===== config.mk =====
export PLATFORM = sky130hd
export DESIGN_NAME = remote_opnd_buf
export DESIGN_NICKNAME = d
export VERILOG_FILES = /design/src/rtl/ropb_pkg.sv /design/src/rtl/ropb_pick.sv /design/src/rtl/ropb_rdport.sv /design/src/rtl/remote_opnd_buf.sv
export SDC_FILE = /design/constraint.sdc
export NUM_CORES = 1
export LEC_CHECK = 0
export BUFFER_PORTS_ARGS = -buffer_cell sky130_fd_sc_hd__buf_2
export CORE_ASPECT_RATIO = 1.2
export CORE_UTILIZATION = 45
export DETAILED_ROUTE_END_ITERATION = 12
export PLACE_DENSITY = 0.65
export SETUP_SLACK_MARGIN = 0.05
export SYNTH_ARGS = -nofsm -noshare
export SYNTH_HDL_FRONTEND = slang
export SYNTH_HIERARCHICAL = 1
export SYNTH_SLANG_ARGS = --single-unit
export TNS_END_PERCENT = 100

===== constraint.sdc =====
create_clock -name clk -period 2.4 [get_ports clk]
set_input_delay 0.48 -clock clk [delete_from_list [all_inputs] [get_ports clk]]
set_output_delay 0.48 -clock clk [all_outputs]
set_load 0.005 [all_outputs]

===== src/rtl/ropb_pkg.sv =====
package ropb_pkg;
    localparam int SP_ENTRIES = 2;

    typedef enum logic {
        POOL_GEN = 1'b0,
        POOL_SP  = 1'b1
    } pool_e;
endpackage


===== src/rtl/ropb_pick.sv =====
// Lowest-index free entry finder
module ropb_pick #(
    parameter int N = 4,
    parameter int W = 2
) (
    input  logic [N-1:0] free_vec,
    output logic         found,
    output logic [W-1:0] idx
);
    always_comb begin
        found = 1'b0;
        idx   = '0;
        for (int i = N - 1; i >= 0; i--) begin
            if (free_vec[i]) begin
                found = 1'b1;
                idx   = W'(i);
            end
        end
    end
endmodule


===== src/rtl/ropb_rdport.sv =====
// One read port with same-cycle forwarding from the completion write
module ropb_rdport #(
    parameter int NENT  = 6,
    parameter int IDX_W = 3,
    parameter int DW    = 32,
    parameter int PTW   = 7
) (
    input  logic                      rd_en,
    input  logic [IDX_W-1:0]          rd_idx,
    input  logic [NENT-1:0]           ent_valid,
    input  logic [NENT-1:0]           ent_ready,
    input  logic [NENT-1:0][DW-1:0]   ent_data,
    input  logic [NENT-1:0][PTW-1:0]  ent_ptag,
    input  logic                      wr_en,
    input  logic [IDX_W-1:0]          wr_idx,
    input  logic [DW-1:0]             wr_data,
    output logic                      rdy,
    output logic [DW-1:0]             data,
    output logic [PTW-1:0]            ptag
);
    logic          hit_v;
    logic          hit_r;
    logic [DW-1:0] hit_d;
    logic          fwd;

    always_comb begin
        hit_v = 1'b0;
        hit_r = 1'b0;
        hit_d = '0;
        ptag  = '0;
        for (int e = 0; e < NENT; e++) begin
            if (rd_idx == IDX_W'(e)) begin
                hit_v = ent_valid[e];
                hit_r = ent_ready[e];
                hit_d = ent_data[e];
                ptag  = ent_ptag[e];
            end
        end
        fwd  = wr_en && (wr_idx == rd_idx);
        rdy  = rd_en && hit_v && (hit_r || fwd);
        data = fwd ? wr_data : hit_d;
    end
endmodule


===== src/rtl/remote_opnd_buf.sv =====
module remote_opnd_buf #(
    parameter int NGEN  = 4,
    parameter int NRD   = 2,
    parameter int DW    = 32,
    parameter int PTW   = 7,
    localparam int NSP   = ropb_pkg::SP_ENTRIES,
    localparam int NENT  = NGEN + NSP,
    localparam int IDX_W = $clog2(NENT)
) (
    input  logic                      clk,
    input  logic                      rst_n,
    input  logic                      alloc_req,
    input  logic                      alloc_pool,
    input  logic [PTW-1:0]            alloc_ptag,
    output logic                      alloc_gnt,
    output logic [IDX_W-1:0]          alloc_idx,
    output logic                      alloc_stall,
    input  logic                      wr_en,
    input  logic [IDX_W-1:0]          wr_idx,
    input  logic [DW-1:0]             wr_data,
    input  logic [NRD-1:0]            rd_en,
    input  logic [NRD-1:0][IDX_W-1:0] rd_idx,
    output logic [NRD-1:0]            rd_ready,
    output logic [NRD-1:0][DW-1:0]    rd_data,
    output logic [NRD-1:0][PTW-1:0]   rd_ptag,
    input  logic                      cmt_en,
    input  logic [IDX_W-1:0]          cmt_idx,
    input  logic                      flush
);
    localparam int GW = (NGEN > 1) ? $clog2(NGEN) : 1;
    localparam int SW = (NSP > 1) ? $clog2(NSP) : 1;

    typedef struct packed {
        logic [NENT-1:0]          valid;
        logic [NENT-1:0]          ready;
        logic [NSP-1:0]           cmt;
        logic [NENT-1:0][PTW-1:0] ptag;
        logic [NENT-1:0][DW-1:0]  data;
    } state_t;

    state_t s_q, s_d;

    logic          gen_found, sp_found;
    logic [GW-1:0] gen_idx;
    logic [SW-1:0] sp_idx;
    logic          pool_found;

    ropb_pick #(.N(NGEN), .W(GW)) i_pick_gen (
        .free_vec (~s_q.valid[NGEN-1:0]),
        .found    (gen_found),
        .idx      (gen_idx)
    );

    ropb_pick #(.N(NSP), .W(SW)) i_pick_sp (
        .free_vec (~s_q.valid[NENT-1:NGEN]),
        .found    (sp_found),
        .idx      (sp_idx)
    );

    assign pool_found  = (alloc_pool == ropb_pkg::POOL_SP) ? sp_found : gen_found;
    assign alloc_gnt   = alloc_req && !flush && pool_found;
    assign alloc_stall = alloc_req && !flush && !pool_found;
    assign alloc_idx   = (alloc_pool == ropb_pkg::POOL_SP)
                       ? IDX_W'(NGEN) + IDX_W'(sp_idx)
                       : IDX_W'(gen_idx);

    for (genvar p = 0; p < NRD; p++) begin : g_rd
        ropb_rdport #(.NENT(NENT), .IDX_W(IDX_W), .DW(DW), .PTW(PTW)) i_port (
            .rd_en     (rd_en[p]),
            .rd_idx    (rd_idx[p]),
            .ent_valid (s_q.valid),
            .ent_ready (s_q.ready),
            .ent_data  (s_q.data),
            .ent_ptag  (s_q.ptag),
            .wr_en     (wr_en),
            .wr_idx    (wr_idx),
            .wr_data   (wr_data),
            .rdy       (rd_ready[p]),
            .data      (rd_data[p]),
            .ptag      (rd_ptag[p])
        );
    end

    always_comb begin
        s_d = s_q;

        // completion write: only a live entry accepts it
        for (int e = 0; e < NENT; e++) begin
            if (wr_en && wr_idx == IDX_W'(e) && s_q.valid[e]) begin
                s_d.ready[e] = 1'b1;
                s_d.data[e]  = wr_data;
            end
        end

        // single-consumer release of general entries
        for (int e = 0; e < NGEN; e++) begin
            for (int p = 0; p < NRD; p++) begin
                if (rd_ready[p] && rd_idx[p] == IDX_W'(e)) begin
                    s_d.valid[e] = 1'b0;
                    s_d.ready[e] = 1'b0;
                end
            end
        end

        // stack-pointer commit retires the older committed copy
        for (int s = 0; s < NSP; s++) begin
            if (cmt_en && cmt_idx == IDX_W'(NGEN + s) && s_q.valid[NGEN + s]) begin
                s_d.cmt[s] = 1'b1;
                for (int k = 0; k < NSP; k++) begin
                    if (k != s && s_q.cmt[k]) begin
                        s_d.valid[NGEN + k] = 1'b0;
                        s_d.ready[NGEN + k] = 1'b0;
                        s_d.cmt[k]          = 1'b0;
                    end
                end
            end
        end

        // allocation claims a free entry
        if (alloc_gnt) begin
            for (int e = 0; e < NENT; e++) begin
                if (alloc_idx == IDX_W'(e)) begin
                    s_d.valid[e] = 1'b1;
                    s_d.ready[e] = 1'b0;
                    s_d.ptag[e]  = alloc_ptag;
                end
            end
            for (int s = 0; s < NSP; s++) begin
                if (alloc_idx == IDX_W'(NGEN + s)) begin
                    s_d.cmt[s] = 1'b0;
                end
            end
        end

        // flush keeps only the committed stack-pointer copy
        if (flush) begin
            for (int e = 0; e < NGEN; e++) begin
                s_d.valid[e] = 1'b0;
                s_d.ready[e] = 1'b0;
            end
            for (int s = 0; s < NSP; s++) begin
                if (!s_d.cmt[s]) begin
                    s_d.valid[NGEN + s] = 1'b0;
                    s_d.ready[NGEN + s] = 1'b0;
                end
            end
        end
    end

    always_ff @(posedge clk) begin
        if (!rst_n) begin
            s_q <= '0;
        end else begin
            s_q <= s_d;
        end
    end
endmodule


==> impl_metrics.env, run 1 <==
export IMPL_outcome="complete, but fails checks"
export IMPL_violations="setup timing"
export IMPL_grt_usage_pct=28.76
export IMPL_finalSetupTns_ps=-81.73
export IMPL_rows=69
export IMPL_core_area_um2=29870
export IMPL_via_count=13340
export IMPL_critPathSlowestCell="mux4_2"
export IMPL_nets=1876
export IMPL_startpoint="s_q[245]$_SDFF_PP0_"
export IMPL_multi_input_area_um2=7797
export IMPL_grt_use_met1_pct=35.98
export IMPL_die_area_um2=31330
export IMPL_met2_usage_pct=48.72
export IMPL_cts_max_level=1
export IMPL_clock_fmax_mhz=405.5
export IMPL_areaGrowthSynthToFinish_pct=20.75
export IMPL_critPathRequiredTime_ps=1920
export IMPL_cp_arrival_ps=1990
export IMPL_yosysTopAreaCell="dfxtp_1"
export IMPL_clkLatencyLatePin_ps=540
export IMPL_cp_max_fo=3
export IMPL_io_pins=145
export IMPL_ys_ff_latch=248
export IMPL_initial_utilization_pct=46.13
export IMPL_die_w_um=161.7
export IMPL_dr_first_iter_drc_count=1207
export IMPL_min_delay_start="alloc_ptag[5]"
export IMPL_slew_viol_final=0
export IMPL_yosys_warnings=6
export IMPL_rr_endpoint="s_q[236]$_SDFF_PP0_"
export IMPL_grt_busiest_layer="met2"
export IMPL_finalClockSkew_ps=11.18
export IMPL_reg_top3="s_q (248)"
export IMPL_io_buffer_count=144
export IMPL_slowest_delay_ps=480
export IMPL_cap_violations=0
export IMPL_cp_end_kind="output port"
export IMPL_crit_cells=5
export IMPL_clock_sinks=248
export IMPL_grt_pass1_vias=12830
export IMPL_viasPerCell=5.993
export IMPL_synth_nets=1724
export IMPL_placement_setup_worst_slack_ps=-45.41
export IMPL_grt_setup_unrepaired="true"
export IMPL_wl_per_cell_um=21.17
export IMPL_syn_instance_count=1664
export IMPL_n_antenna_cell=0
export IMPL_hpwl_mm=28.51
export IMPL_cts_root_buf="clkbuf_16"
export IMPL_setup_viol=2
export IMPL_avgSynthCellArea_um2=8.281
export IMPL_period_needed_ps=2466
export IMPL_antenna_found_initial=3
export IMPL_grt_max_degree=55
export IMPL_hold_viol_final=0
export IMPL_synthTopCellsByArea="dfxtp_1 36%, nand2_1 12%, mux2i_1 7.4%, a21oi_1 7.1%, mux4_2 6.5%"
export IMPL_cts_buffers=27
export IMPL_p_leak_nw=6.235
export IMPL_yosysSeqAreaShare_pct=36.03
export IMPL_grt_ovfl_total=0
export IMPL_drc=0
export IMPL_critPathTopFamily="multiplexers"
export IMPL_critical_path_class="register to output port"
export IMPL_largest_reg_flops=248
export IMPL_async_flop_share_pct=0
export IMPL_wl_mm=47.10
export IMPL_crit_buf_inv=1
export IMPL_fin_ws_ps=-66.37
export IMPL_drtAntennaViolNets=0
export IMPL_dp_cells=2143
export IMPL_post_synth_top_count_cell="nand2_1"
export IMPL_finalNonFillerCells=2225
export IMPL_peakVddDrop_uv=587.3
export IMPL_synth_edf_count=0
export IMPL_ctsHoldBuffers=0
export IMPL_synth_main_ff_cell="dfxtp_1"
export IMPL_grt_pass1_wl_mm=71.33
export IMPL_r2r_start="s_q[245]$_SDFF_PP0_"
export IMPL_syn_cell_area_um2=13780
export IMPL_layout_drive_gt1_share_pct=23.27
export IMPL_regMostFlops="s_q"
export IMPL_cts_tree="built"
export IMPL_dr_pass1_iters=8
export IMPL_worstPathCellList="mux4_2 -> nand3b_1 -> o21ai_2 -> o221a_1 -> buf_2"
export IMPL_startpoint_type="register"
export IMPL_gp_congestion=0.8599
export IMPL_path_clk_slew_ps=60
export IMPL_crit_end="rd_ready[1]"
export IMPL_p_per_area_nw_per_um2=558.9
export IMPL_hold_path_class="input port to register"
export IMPL_min_period_over_period_pct=102.8
export IMPL_worst_r2r_cell_count=9
export IMPL_gr_usage_met3_pct=4.663
export IMPL_yosysUniqueCellTypes=58
export IMPL_synth_top_cell_area_share_pct=36.03
export IMPL_fillers=2703
export IMPL_slew_headroom_pct=59.47
export IMPL_r2r_slack_ps=110
export IMPL_clk_path_buf_depth=3
export IMPL_seqCellArea_um2=4980
export IMPL_worst_pin_slew_ps=606.0
export IMPL_die_h_um=193.7
export IMPL_netlist_top_cells_count="445 x nand2_1, 248 x dfxtp_1, 195 x a21oi_1, 102 x mux2i_1, 84 x o21ai_0"
repair_timing:
| item | in CTS | in global routing |
|---|---|---|
| gates resized for setup | 18 | 56 |
| cloned | 5 | 8 |
| hold endpoints to repair | 0 | 0 |
| setup buffers | 16 | 7 |
| pin swaps | 4 | 11 |
| setup endpoints to repair | 48 | 64 |
power by group:
group	internal [mW]	total, mW	switching [mW]
sequential	4.12	4.13	0.00913
clock	2.27	4.00	1.73
combinational	0.503	1.17	0.665
total	6.89	9.30	2.41
layout by cell type (no fill, tap or decap), drive strengths merged, types with 6 or more instances in the layout:
master	Yosys	final
clkinv	0	10
nand4	6	6
nor3b	6	6
dfxtp	248	248
a21oi	200	200
clkbuf	44	43
o22ai	38	38
mux4	40	40
buf	102	260
o21a	34	34
nand2	446	446
o221ai	43	43
inv	47	47
nand2b	14	14
o21ai	102	102
nand3b	7	7
mux2	33	33
o22a	32	32
nor2	35	35
a31oi	10	10
xnor2	6	6
mux2i	102	102
nand3	32	32
area by class of cell:
type,instances,area share [%]
Multi-Input combinational cell,1223,46.86
Sequential cell,248,29.93
Timing Repair Buffer,269,14.13
Clock buffer,37,4.707
Tap cell,390,2.933
Inverter,47,1.090
Clock inverter,11,0.3459
stage by stage:
step | cell area, µm² | util, % | hold WS (ps) | total power, mW
3_5_place_dp | 15020 | 50.27 | 458.2 | 5.224
3_3_place_gp | 15020 | 50.27 | 442.0 | 5.218
2_1_floorplan | 13780 | - | 427.8 | 4.784
5_1_grt | 16640 | 55.70 | 234.9 | 9.557
4_1_cts | 16170 | 54.12 | 207.7 | 9.218
6_report | 16640 | 55.70 | 216.3 | 9.300
worst register-to-register path, delay by kind of cell (launching register included):
kind	cells	cell delay [ps]
compound gates	3	670
buf+inv	2	270
flops	1	350
mux	1	480
simple gates	3	450
worst min path at each step:
stage / slack (ps) / cells past startpoint / endpoint
after CTS: 210 / 3 / s_q[194]$_SDFFE_PN0P_
after global routing: 230 / 3 / s_q[192]$_SDFFE_PN0P_
after global placement: 440 / 1 / s_q[241]$_SDFF_PN0_
after detailed placement: 460 / 2 / s_q[183]$_SDFFE_PN0P_
after floorplan: 430 / 1 / s_q[241]$_SDFF_PN0_
final: 220 / 3 / s_q[197]$_SDFFE_PN0P_
routing by layer:
| layer | vias to the layer above | part of all wire [%] |
|---|---|---|
| met1 | 6347 | 38 |
| met2 | 681 | 49 |
| met4 | 6 | 3.8 |
| met5 | - | 0.087 |
| met3 | 126 | 8.5 |
| li1 | 6175 | - |
cell families (layout without fill, tap and decap cells):
logic type      Yosys count  in the layout  synth area share, %
flops                   248            248                36.03
buf+inv                 193            364                8.554
compound gates          470            470                20.63
mux                     175            175                16.64
simple gates            572            572                17.76
xor+xnor                  6              6               0.3814
(Power assumes the default switching activity.)
==> inputs of run 2 (changes only) <==
==> constraint.sdc (replaced) <==
create_clock -name clk -period 2.4 [get_ports clk]
set_input_delay 0.12 -clock clk [delete_from_list [all_inputs] [get_ports clk]]
set_output_delay 0.12 -clock clk [all_outputs]
set_load 0.005 [all_outputs]
==> impl_metrics.env, run 2 (synthesis results as in run 1) <==
export IMPL_finalClockSkew_ps=11.34
export IMPL_grt_max_degree=83
export IMPL_die_h_um=193.7
export IMPL_period_needed_ps=2130
export IMPL_grt_usage_pct=27.39
export IMPL_post_cts_resized=0
export IMPL_initial_utilization_pct=46.13
export IMPL_wl_per_cell_um=20.04
export IMPL_path_clk_slew_ps=60
export IMPL_die_area_um2=31330
export IMPL_hold_depth=3
export IMPL_n_antenna_cell=0
export IMPL_hold_path_class="input port to register"
export IMPL_outcome="complete, no violations"
export IMPL_p_clk_share_pct=47.9
export IMPL_layout_drive_gt1_share_pct=18.90
export IMPL_cp_arrival_ps=2590
export IMPL_slew_viol_final=0
export IMPL_regMostFlops="s_q"
export IMPL_core_area_um2=29870
export IMPL_hpwl_mm=26.47
export IMPL_min_period_over_period_pct=88.74
export IMPL_p_per_area_nw_per_um2=616.4
export IMPL_postLayoutCellArea_um2=15950
export IMPL_cts_root_buf="clkbuf_16"
export IMPL_p_comb_share_pct=10.0
export IMPL_final_common_cell="nand2_1"
export IMPL_p_leak_nw=5.842
export IMPL_drc=0
export IMPL_internal_power_mw=7.448
export IMPL_ctsHoldBuffers=41
export IMPL_worst_pin_slew_ps=688.5
export IMPL_reg_top3="s_q (248)"
export IMPL_clock_sinks=248
export IMPL_worst_r2r_cell_count=7
export IMPL_peakVddDrop_uv=435.7
export IMPL_clkLatencyLatePin_ps=540
export IMPL_critPathRequiredTime_ps=2860
export IMPL_dr_pass1_iters=7
export IMPL_cts_max_level=1
export IMPL_wl_mm=44.08
export IMPL_grt_pass1_vias=12560
export IMPL_dr_first_iter_drc_count=951
export IMPL_gp_congestion=0.9223
export IMPL_viasPerCell=5.846
export IMPL_largest_reg_flops=248
export IMPL_cp_max_fo=6
export IMPL_place_area_um2=14510
export IMPL_areaGrowthSynthToFinish_pct=15.72
export IMPL_sequentialPowerShare_pct=42.1
export IMPL_cap_violations=0
export IMPL_setup_viol=0
export IMPL_cts_tree="built"
export IMPL_critical_path_class="register to register"
export IMPL_finalSetupTns_ps=0
export IMPL_switching_power_mw=2.380
export IMPL_via_count=12860
export IMPL_swShare_pct=24.22
export IMPL_drtAntennaViolNets=0
export IMPL_io_buffer_count=144
export IMPL_hold_viol_final=0
export IMPL_clock_fmax_mhz=469.5
export IMPL_final_cell_mix="445 x nand2_1, 248 x dfxtp_1, 195 x a21oi_1, 142 x buf_2, 102 x mux2i_1"
export IMPL_grt_pass1_wl_mm=68.19
export IMPL_post_cts_repair_setup_buffers=0
export IMPL_antenna_found_initial=0
export IMPL_cts_buffers=28
export IMPL_rows=69
export IMPL_die_w_um=161.7
export IMPL_startpoint_type="register"
export IMPL_grt_setup_unrepaired="false"
export IMPL_nets=1850
export IMPL_clk_path_buf_depth=3
export IMPL_grt_ovfl_total=0
export IMPL_io_pins=145
export IMPL_cp_end_kind="register"
export IMPL_slew_headroom_pct=54.10
-- run 2: worst max-delay path, stage by stage, from the launching register on --
cell and delay [ps]:
dfxtp_1 370, mux4_2 520, nand3b_1 100, o21ai_1 60, o221a_1 270, nor3b_1 160, a221oi_1 330, nor3b_1 230
-- run 2: area by class of cell --
cell class	instances	area, µm²
Clock buffer	37	825.8
Clock inverter	13	197.7
Fill cell	2837	13930
Inverter	47	181.4
Multi-Input combinational cell	1223	7636
Sequential cell	248	4965
Tap cell	390	488.0
Timing Repair Buffer	242	1652
-- run 2: power by group through the flow --
| stage | Combinational, mW | Clock [mW] | Sequential (mW) |
|---|---|---|---|
| 2_1_floorplan | 0.558 | 0 | 4.23 |
| 3_3_place_gp | 0.920 | 0 | 4.23 |
| 3_5_place_dp | 0.923 | 0 | 4.23 |
| 4_1_cts | 0.980 | 4.75 | 4.14 |
| 5_1_grt | 1.05 | 4.93 | 4.14 |
| 6_report | 0.987 | 4.70 | 4.14 |
-- run 2: per-layer routing --
layer	wire length, µm	global-route usage (%)	vias up
met1	17570	33.08	6143
met2	21820	48.96	517
li1	-	-	6105
met4	1545	10.94	0
met5	0	0	-
met3	3150	3.294	97
-- run 2: final timing paths --
kind | start | endpoint | slack (ps)
max | s_q[242]$_SDFF_PP0_ | s_q[236]$_SDFF_PP0_ | 270
min | rd_idx[4] | s_q[238]$_SDFF_PP0_ | 50
max reg2reg | s_q[242]$_SDFF_PP0_ | s_q[236]$_SDFF_PP0_ | 270
min reg2reg | s_q[170]$_SDFFE_PN0P_ | s_q[170]$_SDFFE_PN0P_ | 470
-- run 2: metrics by stage --
stage / utilization [%] / hold WS, ps / cells / setup slack, ps / total power [mW]
floorplan: - / 216.6 / 1664 / 491.1 / 4.784
global placement: 48.58 / 388.6 / 2109 / 358.6 / 5.148
detailed placement: 48.58 / 395.0 / 2109 / 299.0 / 5.152
CTS: 53.38 / 52.97 / 2200 / 288.2 / 9.868
global route: 53.38 / 87.81 / 2200 / 168.8 / 10.12
finish: 53.38 / 49.89 / 2200 / 270.3 / 9.828
==> inputs of run 3 (changes only) <==
- SYNTH_HIERARCHICAL: 1 -> unset
==> impl_metrics.env, run 3 <==
export IMPL_cap_violations=0
export IMPL_grt_usage_pct=28.88
export IMPL_critical_path_class="register to output port"
export IMPL_layout_drive_gt1_share_pct=16.32
export IMPL_p_leak_nw=5.817
export IMPL_critPathRequiredTime_ps=2280
export IMPL_power_mw=9.379
export IMPL_gp_congestion=0.8566
export IMPL_wl_per_cell_um=19.99
export IMPL_crit_buf_inv=1
export IMPL_synth_edf_count=0
export IMPL_slew_viol_final=0
export IMPL_core_area_um2=30650
export IMPL_cp_end_kind="output port"
export IMPL_syn_instance_count=1840
export IMPL_internal_power_mw=7.004
export IMPL_clock_fmax_mhz=461.7
export IMPL_viasPerCell=5.848
export IMPL_min_period_over_period_pct=90.25
export IMPL_worst_pin_slew_ps=1179
export IMPL_synth_nets=1900
export IMPL_die_h_um=196.0
export IMPL_rows=70
export IMPL_holdWs_ps=102.8
export IMPL_peakVddDrop_uv=544.8
export IMPL_sequentialPowerShare_pct=44.1
export IMPL_drtAntennaViolNets=0
export IMPL_via_count=13710
export IMPL_finalClockSkew_ps=15.57
export IMPL_cts_root_buf="clkbuf_16"
export IMPL_yosysUniqueCellTypes=51
export IMPL_n_antenna_cell=0
export IMPL_placement_setup_worst_slack_ps=355.8
export IMPL_grt_pass1_wl_mm=72.88
export IMPL_syn_cell_area_um2=14110
export IMPL_dr_pass1_iters=6
export IMPL_synth_main_ff_cell="dfxtp_1"
export IMPL_critPathTopFamily="compound AO/OA/AOI/OAI gates"
export IMPL_swShare_pct=25.32
export IMPL_wl_mm=46.85
export IMPL_reg_top3="s_q (248)"
export IMPL_grt_ovfl_total=0
export IMPL_critPathSlowestCell="a2111oi_0"
export IMPL_clock_sinks=248
export IMPL_grt_setup_unrepaired="false"
export IMPL_antenna_found_initial=0
export IMPL_yosysSeqAreaShare_pct=35.17
export IMPL_areaGrowthSynthToFinish_pct=16.08
export IMPL_outcome="complete, no violations"
export IMPL_postLayoutCellArea_um2=16380
export IMPL_yosys_warnings=0
export IMPL_clkLatencyLatePin_ps=550
export IMPL_yosysTopAreaCell="dfxtp_1"
export IMPL_grt_max_degree=127
export IMPL_p_clk_share_pct=45.3
export IMPL_cp_arrival_ps=2050
export IMPL_p_per_area_nw_per_um2=572.4
export IMPL_hold_path_class="input port to register"
export IMPL_place_area_um2=15050
export IMPL_path_clk_slew_ps=60
export IMPL_cp_max_fo=3
export IMPL_hold_viol_final=0
export IMPL_initial_utilization_pct=46.04
export IMPL_slowest_delay_ps=500
export IMPL_regMostFlops="s_q"
export IMPL_clk_path_buf_depth=3
export IMPL_slew_headroom_pct=21.37
export IMPL_ys_ff_latch=248
export IMPL_grt_pass1_vias=13100
export IMPL_io_pins=145
export IMPL_cts_tree="built"
export IMPL_drc=0
export IMPL_final_common_cell="nand2_1"
export IMPL_nets=1988
export IMPL_cts_buffers=27
export IMPL_hpwl_mm=28.85
export IMPL_p_comb_share_pct=10.6
export IMPL_synthTopCellsByArea="dfxtp_1 35%, nand2_1 14%, a21boi_0 10%, mux2i_1 6.6%, o21ai_0 3.5%"
export IMPL_fin_ws_ps=234.1
export IMPL_netlist_top_cells_count="510 x nand2_1, 248 x dfxtp_1, 189 x a21boi_0, 127 x clkbuf_1, 101 x nor2_1"
export IMPL_synth_top_cell_area_share_pct=35.17
export IMPL_final_cell_mix="510 x nand2_1, 248 x dfxtp_1, 189 x a21boi_0, 141 x buf_2, 101 x nor2_1"
export IMPL_startpoint_type="register"
export IMPL_setup_viol=0
export IMPL_worstPathCellList="mux2i_1 -> a2111oi_0 -> a221oi_1 -> a21oi_1 -> buf_2"
export IMPL_post_synth_top_count_cell="nand2_1"
export IMPL_die_w_um=163.7
export IMPL_largest_reg_flops=248
export IMPL_die_area_um2=32080
export IMPL_cts_max_level=1
export IMPL_switching_power_mw=2.375
export IMPL_io_buffer_count=144
export IMPL_async_flop_share_pct=0
export IMPL_period_needed_ps=2166
export IMPL_dr_first_iter_drc_count=1098
export IMPL_finalSetupTns_ps=0
export IMPL_avgSynthCellArea_um2=7.671
[run 3: changes by cell type after synthesis, sizes merged, moves of 33 or more]
cell	before	now
a22oi	0	58
clkbuf	44	128
inv	47	14
a21boi	0	206
o21a	34	1
nor2	35	104
buf	102	66
a21oi	200	66
nand2	446	510
[run 3: worst paths after layout]
path	from	to	slack [ps]	cells after the start
setup / recovery	s_q[103]$_SDFFE_PN0P_	rd_data[39]	230	5
setup reg to reg	s_q[242]$_SDFF_PP0_	s_q[242]$_SDFF_PP0_	420	6
hold reg to reg	s_q[188]$_SDFFE_PN0P_	s_q[188]$_SDFFE_PN0P_	470	2
hold / removal	rd_idx[1]	s_q[245]$_SDFF_PP0_	100	4
[run 3: cell type report]
class                           instances  area (µm²)
Tap cell                              396       495.5
Inverter                               14       52.55
Multi-Input combinational cell       1384        8229
Clock inverter                         10       107.6
Fill cell                            2905       14270
Clock buffer                           39       790.8
Sequential cell                       248        4965
Timing Repair Buffer                  253        1744
[run 3: through the flow]
| step | std cells | util, % |
|---|---|---|
| finish | 2344 | 53.45 |
| global route | 2344 | 53.45 |
| CTS | 2344 | 53.45 |
| detailed placement | 2251 | 49.08 |
| global placement | 2251 | 49.08 |
| floorplan | 1840 | - |
[run 3: power groups by stage]
stage	clock [mW]	combinational [mW]	sequential, mW
2_1_floorplan	0	0.569	4.22
3_3_place_gp	0	0.912	4.23
3_5_place_dp	0	0.921	4.23
4_1_cts	4.30	0.975	4.14
5_1_grt	4.47	1.05	4.14
6_report	4.25	0.992	4.14
[run 3: routing by layer]
layer	GRT usage, %	vias up	share of wire (%)
met2	48.38	607	48
li1	-	6535	-
met1	38.22	6472	42
met3	3.023	94	7.6
met5	0	-	0
met4	10.32	0	3.0
[run 3: timing repair]
| action | 4_1_cts | 5_1_grt |
|---|---|---|
| endpoints found under the hold margin | 241 | 0 |
| buffers inserted | 0 | 0 |
| gates resized for setup | 0 | 0 |
| hold buffers | 44 | 0 |
[run 3: kinds of logic after synthesis]
kind of cell | share of synthesized area [%]
flops | 35.17
buf+inv | 6.701
compound gates | 26.16
mux | 11.06
simple gates | 20.48
xor+xnor | 0.4255
[run 3: worst register-to-register path, stage by stage, from the launching register on]
cell and delay [ps]:
dfxtp_1 530, mux2i_1 120, nor3_1 210, a22oi_1 150, a211o_1 400, o32ai_2 310, o22ai_1 130
